### src/rtl/huk_pkg.sv
package huk_pkg;
    localparam logic [7:0] OFS_CTRL  = 8'h04;
    localparam logic [7:0] OFS_START = 8'h08;
    localparam logic [7:0] OFS_PDATA = 8'h10;
    localparam logic [7:0] OFS_DOUT  = 8'h20;
    localparam logic [7:0] OFS_STAT  = 8'h84;

    localparam int ST_ERR   = 4;
    localparam int ST_WDONE = 3;
    localparam int ST_VFAIL = 2;
    localparam int ST_RDONE = 1;

    localparam logic [1:0] CMD_READ = 2'd0;
    localparam logic [1:0] CMD_PROG = 2'd2;

    typedef enum logic {OP_READ, OP_PROG} op_e;

    typedef enum logic [3:0] {
        E_IDLE, E_CLR_RD, E_CLR_WR, E_CTRL, E_PDATA, E_GO,
        E_POLL, E_EVAL, E_ACK, E_DOUT_RD, E_DOUT_CAP, E_DONE
    } eng_state_e;

    typedef enum logic [3:0] {
        T_IDLE, T_RD_ISSUE, T_RD_WAIT, T_RND, T_CHK_ISSUE, T_CHK_WAIT,
        T_CMP, T_PG_ISSUE, T_PG_WAIT, T_NEXT, T_PASS, T_FAIL
    } top_state_e;
endpackage

### src/rtl/huk_fuse_cmd.sv
module huk_fuse_cmd
    import huk_pkg::*;
#(
    parameter int DATA_W        = 32,
    parameter int ADDR_W        = 8,
    parameter int TIMEOUT_POLLS = 1000
) (
    input  logic              clk,
    input  logic              rst_n,
    input  logic              start_i,
    input  op_e               op_i,
    input  logic [15:0]       index_i,
    input  logic [3:0]        count_i,
    input  logic [DATA_W-1:0] pdata_i,
    output logic              done_o,
    output logic              fail_o,
    output logic              word_valid_o,
    output logic [3:0]        word_idx_o,
    output logic [DATA_W-1:0] word_o,
    output logic              fc_re_o,
    output logic              fc_we_o,
    output logic [ADDR_W-1:0] fc_addr_o,
    output logic [DATA_W-1:0] fc_wdata_o,
    input  logic [DATA_W-1:0] fc_rdata_i
);
    localparam int TW = $clog2(TIMEOUT_POLLS + 1);

    eng_state_e        state_q;
    op_e               op_q;
    logic [15:0]       idx_q;
    logic [3:0]        cnt_q;
    logic [DATA_W-1:0] pdata_q;
    logic [DATA_W-1:0] st_q;
    logic [TW-1:0]     polls_q;
    logic [3:0]        wi_q;
    logic              fail_q;

    logic finished, bad;
    always_comb begin
        if (op_q == OP_READ) begin
            finished = fc_rdata_i[ST_RDONE] | fc_rdata_i[ST_ERR];
            bad      = fc_rdata_i[ST_ERR];
        end else begin
            finished = fc_rdata_i[ST_WDONE] | fc_rdata_i[ST_VFAIL] | fc_rdata_i[ST_ERR];
            bad      = fc_rdata_i[ST_VFAIL] | fc_rdata_i[ST_ERR];
        end
    end

    always_ff @(posedge clk or negedge rst_n) begin
        if (!rst_n) begin
            state_q <= E_IDLE;
            op_q    <= OP_READ;
            idx_q   <= '0;
            cnt_q   <= '0;
            pdata_q <= '0;
            st_q    <= '0;
            polls_q <= '0;
            wi_q    <= '0;
            fail_q  <= 1'b0;
        end else begin
            unique case (state_q)
                E_IDLE: if (start_i) begin
                    op_q    <= op_i;
                    idx_q   <= index_i;
                    cnt_q   <= count_i;
                    pdata_q <= pdata_i;
                    fail_q  <= 1'b0;
                    polls_q <= '0;
                    wi_q    <= '0;
                    state_q <= E_CLR_RD;
                end
                E_CLR_RD: state_q <= E_CLR_WR;
                E_CLR_WR: state_q <= E_CTRL;
                E_CTRL:   state_q <= (op_q == OP_PROG) ? E_PDATA : E_GO;
                E_PDATA:  state_q <= E_GO;
                E_GO:     state_q <= E_POLL;
                E_POLL:   state_q <= E_EVAL;
                E_EVAL: begin
                    if (finished) begin
                        st_q    <= fc_rdata_i;
                        fail_q  <= bad;
                        state_q <= E_ACK;
                    end else if (polls_q == TW'(TIMEOUT_POLLS - 1)) begin
                        st_q    <= '0;
                        fail_q  <= 1'b1;
                        state_q <= E_ACK;
                    end else begin
                        polls_q <= polls_q + 1'b1;
                        state_q <= E_POLL;
                    end
                end
                E_ACK: state_q <= (op_q == OP_READ && !fail_q) ? E_DOUT_RD : E_DONE;
                E_DOUT_RD: state_q <= E_DOUT_CAP;
                E_DOUT_CAP: begin
                    wi_q    <= wi_q + 1'b1;
                    state_q <= (wi_q == 4'(cnt_q - 4'd1)) ? E_DONE : E_DOUT_RD;
                end
                E_DONE: state_q <= E_IDLE;
                default: state_q <= E_IDLE;
            endcase
        end
    end

    always_comb begin
        fc_re_o      = 1'b0;
        fc_we_o      = 1'b0;
        fc_addr_o    = '0;
        fc_wdata_o   = '0;
        done_o       = (state_q == E_DONE);
        fail_o       = (state_q == E_DONE) && fail_q;
        word_valid_o = (state_q == E_DOUT_CAP);
        word_idx_o   = wi_q;
        word_o       = fc_rdata_i;
        unique case (state_q)
            E_CLR_RD: begin fc_re_o = 1'b1; fc_addr_o = OFS_STAT; end
            E_CLR_WR: begin fc_we_o = 1'b1; fc_addr_o = OFS_STAT; fc_wdata_o = fc_rdata_i; end
            E_CTRL: begin
                fc_we_o    = 1'b1;
                fc_addr_o  = OFS_CTRL;
                fc_wdata_o = {idx_q, 4'b0, (op_q == OP_READ) ? cnt_q : 4'd0, 6'b0,
                              (op_q == OP_READ) ? CMD_READ : CMD_PROG};
            end
            E_PDATA: begin fc_we_o = 1'b1; fc_addr_o = OFS_PDATA; fc_wdata_o = pdata_q; end
            E_GO:    begin fc_we_o = 1'b1; fc_addr_o = OFS_START; fc_wdata_o = DATA_W'(1); end
            E_POLL:  begin fc_re_o = 1'b1; fc_addr_o = OFS_STAT; end
            E_ACK:   begin fc_we_o = 1'b1; fc_addr_o = OFS_STAT; fc_wdata_o = st_q; end
            E_DOUT_RD: begin
                fc_re_o   = 1'b1;
                fc_addr_o = ADDR_W'(OFS_DOUT + {wi_q, 2'b00});
            end
            default: ;
        endcase
    end
endmodule

### src/rtl/huk_key_regs.sv
module huk_key_regs #(
    parameter int WORDS  = 4,
    parameter int DATA_W = 32
) (
    input  logic                      clk,
    input  logic                      rst_n,
    input  logic                      clr_i,
    input  logic                      wr_i,
    input  logic [$clog2(WORDS)-1:0]  widx_i,
    input  logic [DATA_W-1:0]         wdata_i,
    output logic [WORDS*DATA_W-1:0]   key_o,
    output logic                      empty_o
);
    for (genvar g = 0; g < WORDS; g++) begin : g_word
        logic [DATA_W-1:0] word_q;
        always_ff @(posedge clk or negedge rst_n) begin
            if (!rst_n)
                word_q <= '0;
            else if (clr_i)
                word_q <= '0;
            else if (wr_i && widx_i == g)
                word_q <= wdata_i;
        end
        assign key_o[g*DATA_W +: DATA_W] = word_q;
    end
    assign empty_o = ~|key_o;
endmodule

### src/rtl/huk_provisioner.sv
module huk_provisioner
    import huk_pkg::*;
#(
    parameter int DATA_W        = 32,
    parameter int ADDR_W        = 8,
    parameter int KEY_WORDS     = 4,
    parameter logic [15:0] KEY_INDEX = 16'h0104,
    parameter int TIMEOUT_POLLS = 1000
) (
    input  logic                        clk,
    input  logic                        rst_n,
    input  logic                        req_i,
    output logic                        done_o,
    output logic                        err_o,
    output logic [KEY_WORDS*DATA_W-1:0] key_o,
    input  logic                        rnd_valid_i,
    input  logic [DATA_W-1:0]           rnd_data_i,
    output logic                        rnd_ready_o,
    output logic                        fc_re_o,
    output logic                        fc_we_o,
    output logic [ADDR_W-1:0]           fc_addr_o,
    output logic [DATA_W-1:0]           fc_wdata_o,
    input  logic [DATA_W-1:0]           fc_rdata_i
);
    localparam int WW    = $clog2(KEY_WORDS);
    localparam int KEY_W = KEY_WORDS * DATA_W;

    top_state_e        state_q;
    logic [WW-1:0]     w_q;
    logic [DATA_W-1:0] old_q;

    logic              eng_start, eng_done, eng_fail, eng_wvalid;
    op_e               eng_op;
    logic [15:0]       eng_index;
    logic [3:0]        eng_count, eng_widx;
    logic [DATA_W-1:0] eng_pdata, eng_word, cur_word;
    logic              kr_clr, kr_wr, kr_empty;
    logic [WW-1:0]     kr_widx;
    logic [DATA_W-1:0] kr_wdata;
    logic [KEY_W-1:0]  key_flat;

    assign cur_word = key_flat[w_q*DATA_W +: DATA_W];

    huk_fuse_cmd #(
        .DATA_W(DATA_W), .ADDR_W(ADDR_W), .TIMEOUT_POLLS(TIMEOUT_POLLS)
    ) u_cmd (
        .clk(clk), .rst_n(rst_n),
        .start_i(eng_start), .op_i(eng_op), .index_i(eng_index),
        .count_i(eng_count), .pdata_i(eng_pdata),
        .done_o(eng_done), .fail_o(eng_fail),
        .word_valid_o(eng_wvalid), .word_idx_o(eng_widx), .word_o(eng_word),
        .fc_re_o(fc_re_o), .fc_we_o(fc_we_o), .fc_addr_o(fc_addr_o),
        .fc_wdata_o(fc_wdata_o), .fc_rdata_i(fc_rdata_i)
    );

    huk_key_regs #(.WORDS(KEY_WORDS), .DATA_W(DATA_W)) u_keys (
        .clk(clk), .rst_n(rst_n), .clr_i(kr_clr), .wr_i(kr_wr),
        .widx_i(kr_widx), .wdata_i(kr_wdata), .key_o(key_flat), .empty_o(kr_empty)
    );

    always_ff @(posedge clk or negedge rst_n) begin
        if (!rst_n) begin
            state_q <= T_IDLE;
            w_q     <= '0;
            old_q   <= '0;
        end else begin
            unique case (state_q)
                T_IDLE: begin
                    w_q <= '0;
                    if (req_i) state_q <= T_RD_ISSUE;
                end
                T_RD_ISSUE: state_q <= T_RD_WAIT;
                T_RD_WAIT: if (eng_done) begin
                    if (eng_fail)      state_q <= T_FAIL;
                    else if (kr_empty) state_q <= T_RND;
                    else               state_q <= T_PASS;
                end
                T_RND: if (rnd_valid_i) begin
                    if (w_q == WW'(KEY_WORDS - 1)) begin
                        w_q     <= '0;
                        state_q <= T_CHK_ISSUE;
                    end else begin
                        w_q <= w_q + 1'b1;
                    end
                end
                T_CHK_ISSUE: state_q <= T_CHK_WAIT;
                T_CHK_WAIT: begin
                    if (eng_wvalid) old_q <= eng_word;
                    if (eng_done) state_q <= eng_fail ? T_FAIL : T_CMP;
                end
                T_CMP: begin
                    if ((old_q & ~cur_word) != '0)      state_q <= T_FAIL;
                    else if ((cur_word & ~old_q) == '0) state_q <= T_NEXT;
                    else                                state_q <= T_PG_ISSUE;
                end
                T_PG_ISSUE: state_q <= T_PG_WAIT;
                T_PG_WAIT: if (eng_done) state_q <= eng_fail ? T_FAIL : T_NEXT;
                T_NEXT: begin
                    if (w_q == WW'(KEY_WORDS - 1)) begin
                        state_q <= T_PASS;
                    end else begin
                        w_q     <= w_q + 1'b1;
                        state_q <= T_CHK_ISSUE;
                    end
                end
                T_PASS, T_FAIL: if (!req_i) begin
                    old_q   <= '0;
                    state_q <= T_IDLE;
                end
                default: state_q <= T_IDLE;
            endcase
        end
    end

    always_comb begin
        eng_start = 1'b0;
        eng_op    = OP_READ;
        eng_index = KEY_INDEX + 16'(w_q);
        eng_count = 4'd1;
        eng_pdata = cur_word & ~old_q;
        kr_wr     = 1'b0;
        kr_widx   = w_q;
        kr_wdata  = rnd_data_i;
        kr_clr    = (state_q == T_PASS || state_q == T_FAIL) && !req_i;
        unique case (state_q)
            T_RD_ISSUE: begin
                eng_start = 1'b1;
                eng_index = KEY_INDEX;
                eng_count = 4'(KEY_WORDS);
            end
            T_RD_WAIT: begin
                kr_wr    = eng_wvalid;
                kr_widx  = WW'(eng_widx);
                kr_wdata = eng_word;
            end
            T_RND:       kr_wr = rnd_valid_i;
            T_CHK_ISSUE: eng_start = 1'b1;
            T_PG_ISSUE: begin
                eng_start = 1'b1;
                eng_op    = OP_PROG;
            end
            default: ;
        endcase
        done_o      = (state_q == T_PASS) || (state_q == T_FAIL);
        err_o       = (state_q == T_FAIL);
        key_o       = (state_q == T_PASS) ? key_flat : '0;
        rnd_ready_o = (state_q == T_RND);
    end
endmodule

### config.mk
export PLATFORM = sky130hd
export DESIGN_NAME = huk_provisioner
export DESIGN_NICKNAME = d
export VERILOG_FILES = /design/src/rtl/huk_pkg.sv /design/src/rtl/huk_fuse_cmd.sv /design/src/rtl/huk_key_regs.sv /design/src/rtl/huk_provisioner.sv
export SDC_FILE = /design/constraint.sdc
export NUM_CORES = 1
export LEC_CHECK = 0
export ABC_CLOCK_PERIOD_IN_PS = 8600
export BUFFER_PORTS_ARGS = -buffer_cell sky130_fd_sc_hd__buf_2
export CAP_MARGIN = 40
export CORE_MARGIN = 4
export CORE_UTILIZATION = 50
export DETAILED_ROUTE_END_ITERATION = 10
export PLACE_DENSITY = 0.72
export SLEW_MARGIN = 30
export SYNTH_ARGS = -nofsm -noshare
export SYNTH_HDL_FRONTEND = slang
export SYNTH_SLANG_ARGS = --single-unit
export TNS_END_PERCENT = 20
### constraint.sdc
create_clock -name clk -period 8.6 [get_ports clk]
set_input_delay 0.43 -clock clk [delete_from_list [all_inputs] [get_ports clk]]
set_output_delay 0.43 -clock clk [all_outputs]
set_load 0.01 [all_outputs]
==> flow_metrics.py, run 1 <==
metrics = {
    "run_status": {
        "status": "complete, no violations",
    },
    "timing": {
        "min_period_ns": 3.71,
        "fin_skew_ns": 0.0279,
        "slew_viol_final": 0,
        "rsz0062_at_grt": "false",
        "setup_viol": 0,
        "post-route-period-util": 0.432,
        "max_slew_margin": 0.415,
        "hold_viol_final": 0,
        "tns_ns": 0,
        "tightest_slew_ns": 0.870,
        "max_clock_freq_ghz": 0.269,
    },
    "place": {
        "dpl.hpwl_mm": 34.0,
        "port_buffers": 238,
        "finalWeightedCongestion": 0.969,
        "place_area_mm2": 0.0157,
    },
    "cells_and_area": {
        "drive_above_1_share": 0.309,
        "fin_area_mm2": 0.0167,
        "seq_area_mm2": 0.00638,
        "mostFrequentLayoutCell": "dfrtp_1",
        "fin_util": 0.600,
        "final_cell_mix": "dfrtp_1, buf_2, nand2_1",
        "area_growth_pct": 18.2,
        "final_nets": 1680,
        "multiInputGateArea_mm2": 0.00732,
        "final.fill_count": 2383,
        "diodes": 0,
    },
    "worst_setup_path": {
        "cp.arrival_ns": 4.14,
        "cp_slowest_cell": "dfrtp_2",
        "critPathKind": "reg -> reg",
        "max_stage_delay_ns": 0.91,
        "path_cells": "buf_4 -> mux4_2 -> nor2b_4 -> or4_1 -> or4_1 -> or2_0 -> o311ai_1",
        "worst-path-max-fanout": 31,
        "path_common_cell": "or4_1",
        "required_ns": 9.02,
        "critPathCaptureType": "flip-flop",
        "cp-start-kind": "flip-flop",
    },
    "floorplan": {
        "dieArea_mm2": 0.0310,
        "die_x_um": 176,
        "die-height_um": 176,
        "core_mm2": 0.0279,
        "boundaryPins": 241,
        "initial_core_util": 0.508,
        "row_count": 61,
    },
    "clock_network": {
        "cts_buffers": 29,
        "cts.path.max_buffers": 3,
        "cts_tree": "done",
        "post_cts_buffers": 0,
        "clkSlewWorstSetupHoldPaths_ns": 0.06,
        "h-tree-depth": 1,
        "clock_latency_ns": 0.56,
        "cts.sinks": 255,
        "root_buffer": "clkbuf_16",
    },
    "detailed_routing": {
        "vias": 12450,
        "drc": 0,
        "routedWlPerCell_um": 23.6,
        "postRouteAntennaNets": 0,
        "drt_wl_total_mm": 47.5,
        "drt_iter0_markers": 1525,
        "viasPerCell": 6.20,
        "first_pass_iters": 6,
    },
    "logic_synthesis": {
        "synth_edf_count": 0,
        "synth-seq-cells": 255,
        "ys.flop_type": "dfrtp_1",
        "syn_area_mm2": 0.0141,
        "synth.area.top_cells": "dfrtp_1, mux2_2, and2_1, nand2_1, a22o_1",
        "seq_area_frac_synth": 0.451,
        "synth.top_cell.area_share": 0.451,
        "ys_types": 65,
        "yosys.area.top_type": "dfrtp_1",
        "async_flop_share": 1.00,
        "synth_cells": 1415,
        "yosysWarningCount": 0,
        "synth_area_per_cell_um2": 9.99,
    },
    "pwr": {
        "ir_drop_mv": 0.187,
        "cellPowerDensity_mw_per_mm2": 373,
        "p_leak_nw": 7.87,
    },
    "job": {
        "drv_cap": 0,
    },
    "global_route": {
        "grt_pass1_wl_mm": 72.3,
        "antenna_found_initial": 0,
        "grt_pass1_vias": 11933,
        "grtUsageTotal": 0.298,
        "grt_max_degree": 110,
        "grt-ovfl-total": 0,
    },
    "min_path": {
        "hold_path.class": "in -> reg",
    },
}
cell type report:
cell class | count | area share
flip-flops and latches | 255 | 0.382
clock inverters | 15 | 0.0115
multi-input cells | 1037 | 0.438
repair buffers | 263 | 0.0871
clock buffers | 38 | 0.0484
inverters | 22 | 0.00494
well taps | 378 | 0.0283
Yosys cell counts, drive strengths merged (11+ instances only):
library cell  number
o21ai             29
a22o              66
nor2b             11
mux2i             38
a21oi             58
nand2            195
a22oi             40
or2               23
buf               29
inv               22
o22ai             22
nor4              42
mux4              13
nor3              13
clkbuf            73
and2             134
mux2             143
nand3             16
dfrtp            255
nor2              48
nand2b            39
nand4             13
per-stage QoR:
stage                     setup slack (ns)  hold WS, ns  cells  power (mW)
after global routing                  4.70        0.201   2008        6.56
after detailed placement              4.94        0.464   1952        4.87
final                                 4.89        0.215   2008        6.24
after floorplan                       5.89        0.134   1416        3.86
after global placement                4.95        0.448   1950        4.79
after CTS                             4.85        0.198   2006        6.18
critical path, delay by kind of cell, from the launching register on:
family          cells  cell delay, ns
flops               1            0.91
buf+inv             1            0.55
mux                 1            0.40
compound gates      1            0.25
simple gates        4            1.43
registers in the layout, indices dropped and copies added, names as in the netlist, 2 cells and up:
| name | flops |
|---|---|
| old_q | 32 |
| u_cmd.pdata_q | 32 |
| u_cmd.polls_q | 10 |
| u_cmd.st_q | 32 |
| u_cmd.word_idx_o | 4 |
| u_cmd.state_q | 4 |
| state_q | 4 |
| u_cmd.idx_q | 3 |
| u_cmd.cnt_q | 2 |
| w_q | 2 |
| u_keys.g_word.word_q | 128 |
power breakdown:
part | internal (mW) | switching (mW) | leakage [nW] | total (mW)
Clock | 0.782 | 0.511 | 0.483 | 1.29
Sequential | 1.69 | 0.610 | 3.23 | 2.30
Combinational | 1.16 | 1.48 | 4.15 | 2.64
Total | 3.63 | 2.60 | 7.87 | 6.24
timing repair:
action	4_1_cts	5_1_grt
endpoints found under the hold margin	18	0
resized for setup	0	0
hold buffers	1	0
kinds of logic (layout without fill, tap and decap cells):
| kind of cell | Yosys count | after routing | share of synthesized area |
|---|---|---|---|
| flops | 255 | 255 | 0.451 |
| other cells | 1 | 2 | 0.000265 |
| mux | 194 | 194 | 0.162 |
| simple gates | 559 | 559 | 0.205 |
| compound gates | 267 | 267 | 0.134 |
| xor+xnor | 11 | 11 | 0.00681 |
| fa+ha+maj | 4 | 4 | 0.00354 |
| buf+inv | 124 | 338 | 0.0375 |
worst paths after layout:
kind | slack, ns | endpoint | start | cells past startpoint
worst min-delay path | 0.22 | u_cmd.st_q[7] | fc_rdata_i[7] | 2
worst max register to register | 4.89 | state_q[3] | w_q[1] | 7
min in group asynchronous | 0.53 | u_cmd.polls_q[8] | rst_n | 2
worst min register to register | 0.48 | u_cmd.idx_q[0] | u_cmd.idx_q[0] | 2
max in group asynchronous | 6.73 | u_keys.g_word[3].word_q[4] | rst_n | 4
worst max-delay path | 4.89 | state_q[3] | w_q[1] | 7
metal layers:
metal | GRT usage | vias up | part of all wire
met1 | 0.449 | 6223 | 0.43
met5 | 0 | - | 0
met2 | 0.439 | 668 | 0.44
met4 | 0.0809 | 0 | 0.027
met3 | 0.0634 | 86 | 0.099
li1 | - | 5473 | -
Power figures use the tool's default switching activity.
==> inputs of run 2 (changes only) <==
--- a/config.mk
+++ b/config.mk
@@ -5,7 +5,8 @@
 export SDC_FILE = /design/constraint.sdc
 export NUM_CORES = 1
 export LEC_CHECK = 0
-export ABC_CLOCK_PERIOD_IN_PS = 8600
+export ABC_AREA = 1
+export ABC_CLOCK_PERIOD_IN_PS = 3620
 export BUFFER_PORTS_ARGS = -buffer_cell sky130_fd_sc_hd__buf_2
 export CAP_MARGIN = 40
 export CORE_MARGIN = 4
==> constraint.sdc (replaced) <==
create_clock -name clk -period 3.62 [get_ports clk]
set_input_delay 0.181 -clock clk [delete_from_list [all_inputs] [get_ports clk]]
set_output_delay 0.181 -clock clk [all_outputs]
set_load 0.01 [all_outputs]
==> flow_metrics.py, run 2 <==
metrics = {
    "detailed_routing": {
        "drt_wl_total_mm": 46.1,
        "vias": 13885,
        "postRouteAntennaNets": 0,
        "routedWlPerCell_um": 18.3,
        "drt_iter0_markers": 1518,
        "first_pass_iters": 6,
        "viasPerCell": 5.51,
        "drc": 0,
    },
    "worst_setup_path": {
        "worst-path-max-fanout": 32,
        "critPathKind": "reg -> reg",
        "r2r_slack_ns": 0.89,
        "r2r_start": "state_q[2]",
        "critPathCaptureType": "flip-flop",
        "cp.arrival_ns": 3.13,
        "r2r_cells": 8,
        "reg2reg_to": "old_q[19]",
        "required_ns": 4.01,
        "cp-start-kind": "flip-flop",
    },
    "timing": {
        "rsz0062_at_grt": "false",
        "fin_skew_ns": 0.0115,
        "slew_viol_final": 0,
        "post-route-period-util": 0.755,
        "setup_viol": 0,
        "hold_viol_final": 0,
        "tightest_slew_ns": 0.830,
        "max_slew_margin": 0.446,
        "min_period_ns": 2.73,
        "max_clock_freq_ghz": 0.366,
        "tns_ns": 0,
        "hold_ws_ns": 0.00398,
    },
    "clock_network": {
        "cts.path.max_buffers": 3,
        "cts_tree": "done",
        "cts.sinks": 255,
        "clock_latency_ns": 0.54,
        "h-tree-depth": 1,
        "root_buffer": "clkbuf_16",
        "cts_buffers": 27,
        "clkSlewWorstSetupHoldPaths_ns": 0.06,
    },
    "min_path": {
        "worst_hold_path.num_cells": 3,
        "hold_path.class": "in -> reg",
        "hold_start": "fc_rdata_i[27]",
        "hold_path_end": "u_cmd.st_q[27]",
    },
    "cells_and_area": {
        "largest_register_ffs": 128,
        "mostFrequentLayoutCell": "nand2_1",
        "area_growth_pct": 15.2,
        "fin_area_mm2": 0.0164,
        "diodes": 0,
        "drive_above_1_share": 0.178,
        "final_nets": 2192,
        "fin_cells": 2518,
        "top_register": "u_keys.g_word.word_q",
        "final_cell_mix": "nand2_1, inv_1, dfrtp_1",
    },
    "logic_synthesis": {
        "synth_area_per_cell_um2": 7.37,
        "yosys.area.top_type": "dfrtp_1",
        "ys_types": 40,
        "yosysMostFrequentCell": "nand2_1",
        "syn_area_mm2": 0.0142,
        "synth_cells": 1929,
        "synth.top_cell.area_share": 0.449,
        "seq_area_frac_synth": 0.449,
        "ys.flop_type": "dfrtp_1",
        "synth-seq-cells": 255,
        "synth_edf_count": 0,
        "synth.area.top_cells": "dfrtp_1, nand2_1, inv_1, nor2_1, nand3_1",
        "async_flop_share": 1.00,
        "synthTopCellsByCount": "nand2_1, inv_1, dfrtp_1, nor2_1, nand3_1",
        "yosysWarningCount": 0,
    },
    "global_route": {
        "grt-ovfl-total": 0,
        "grt_pass1_vias": 12992,
        "grt_pass1_wl_mm": 71.3,
        "grt_max_degree": 104,
        "antenna_found_initial": 0,
        "grtUsageTotal": 0.287,
    },
    "pwr": {
        "ir_drop_mv": 0.292,
        "p_leak_nw": 8.09,
        "power_mw": 5.99,
        "cellPowerDensity_mw_per_mm2": 366,
    },
    "place": {
        "dpl.cell_count": 2464,
        "port_buffers": 238,
        "dpl.hpwl_mm": 32.8,
        "finalWeightedCongestion": 0.903,
        "place_area_mm2": 0.0154,
    },
    "floorplan": {
        "boundaryPins": 241,
        "die_x_um": 177,
        "die-height_um": 177,
        "row_count": 61,
        "core_mm2": 0.0279,
        "initial_core_util": 0.509,
        "dieArea_mm2": 0.0312,
    },
    "job": {
        "drv_cap": 0,
    },
    "run_status": {
        "status": "complete, no violations",
    },
}
## run 2: changes by cell type in the layout (fill, tap and decap cells not counted), sizes merged, moves of 39 or more
cell and change:
a21oi -42, a22o -66, a22oi -39, and2 -134
inv +251, mux2 -143, nand2 +367, nand2b -39
nand3 +96, nor2 +167, nor4 -42, o21ai +180
## run 2: per-stage QoR
step | setup slack [ns] | util
after floorplan | 1.89 | -
after global placement | 1.00 | 0.552
after detailed placement | 0.967 | 0.552
after CTS | 0.772 | 0.584
after global routing | 0.656 | 0.586
final | 0.886 | 0.586
## run 2: timing repair
action                     in CTS  in global routing
hold buffers                    2                  0
gates resized for setup         0                  0
setup buffers                   0                  0
hold endpoints to repair      101                  0
setup endpoints to repair       0                  0
## run 2: kinds of logic after synthesis
logic type,share of synthesized area
buf+inv,0.117
flops,0.449
simple gates,0.271
fa+ha+maj,0.00352
xor+xnor,0.00493
other cells,0.000264
compound gates,0.154
## run 2: worst max path at each step
stage                                 from                          to  slack, ns  cells past startpoint
final                           state_q[2]                   old_q[19]       0.89                      8
after CTS                 u_cmd.state_q[2]              fc_wdata_o[21]       0.77                      8
after global routing            state_q[3]                    old_q[8]       0.66                      9
after global placement          state_q[2]                   old_q[23]       1.00                      8
after detailed placement        state_q[2]                   old_q[19]       0.97                      8
after floorplan                 state_q[2]  u_keys.g_word[1].word_q[2]       1.89                      7
## run 2: cell type report
| cell class | count | area (um^2) |
|---|---|---|
| Fill cell | 2652 | 11600 |
| Sequential cell | 255 | 6380 |
| Multi-Input combinational cell | 1303 | 6180 |
| Timing Repair Buffer | 260 | 1440 |
| Inverter | 273 | 1030 |
| Clock buffer | 40 | 795 |
| Tap cell | 378 | 473 |
| Clock inverter | 9 | 73.8 |
## run 2: per-layer routing
metal / global-route usage / up-vias / share of wire
li1: - / 6601 / -
met1: 0.423 / 6566 / 0.44
met2: 0.439 / 648 / 0.45
met3: 0.0580 / 70 / 0.089
met4: 0.0732 / 0 / 0.023
met5: 0 / - / 0
## run 2: worst max-delay path: stages, from the launching register on
cell and delay (ns):
dfrtp_1 0.42, nor2_1 0.26, inv_2 0.10, nor2_1 0.25, nand2_1 0.47, buf_4 0.43
nand2_1 0.11, buf_4 0.39, o22ai_1 0.14
## run 2: where the power goes
part	internal, mW	switching [mW]	total (mW)
clock	1.58	1.15	2.73
sequential	2.87	0.0103	2.88
combinational	0.0951	0.278	0.373
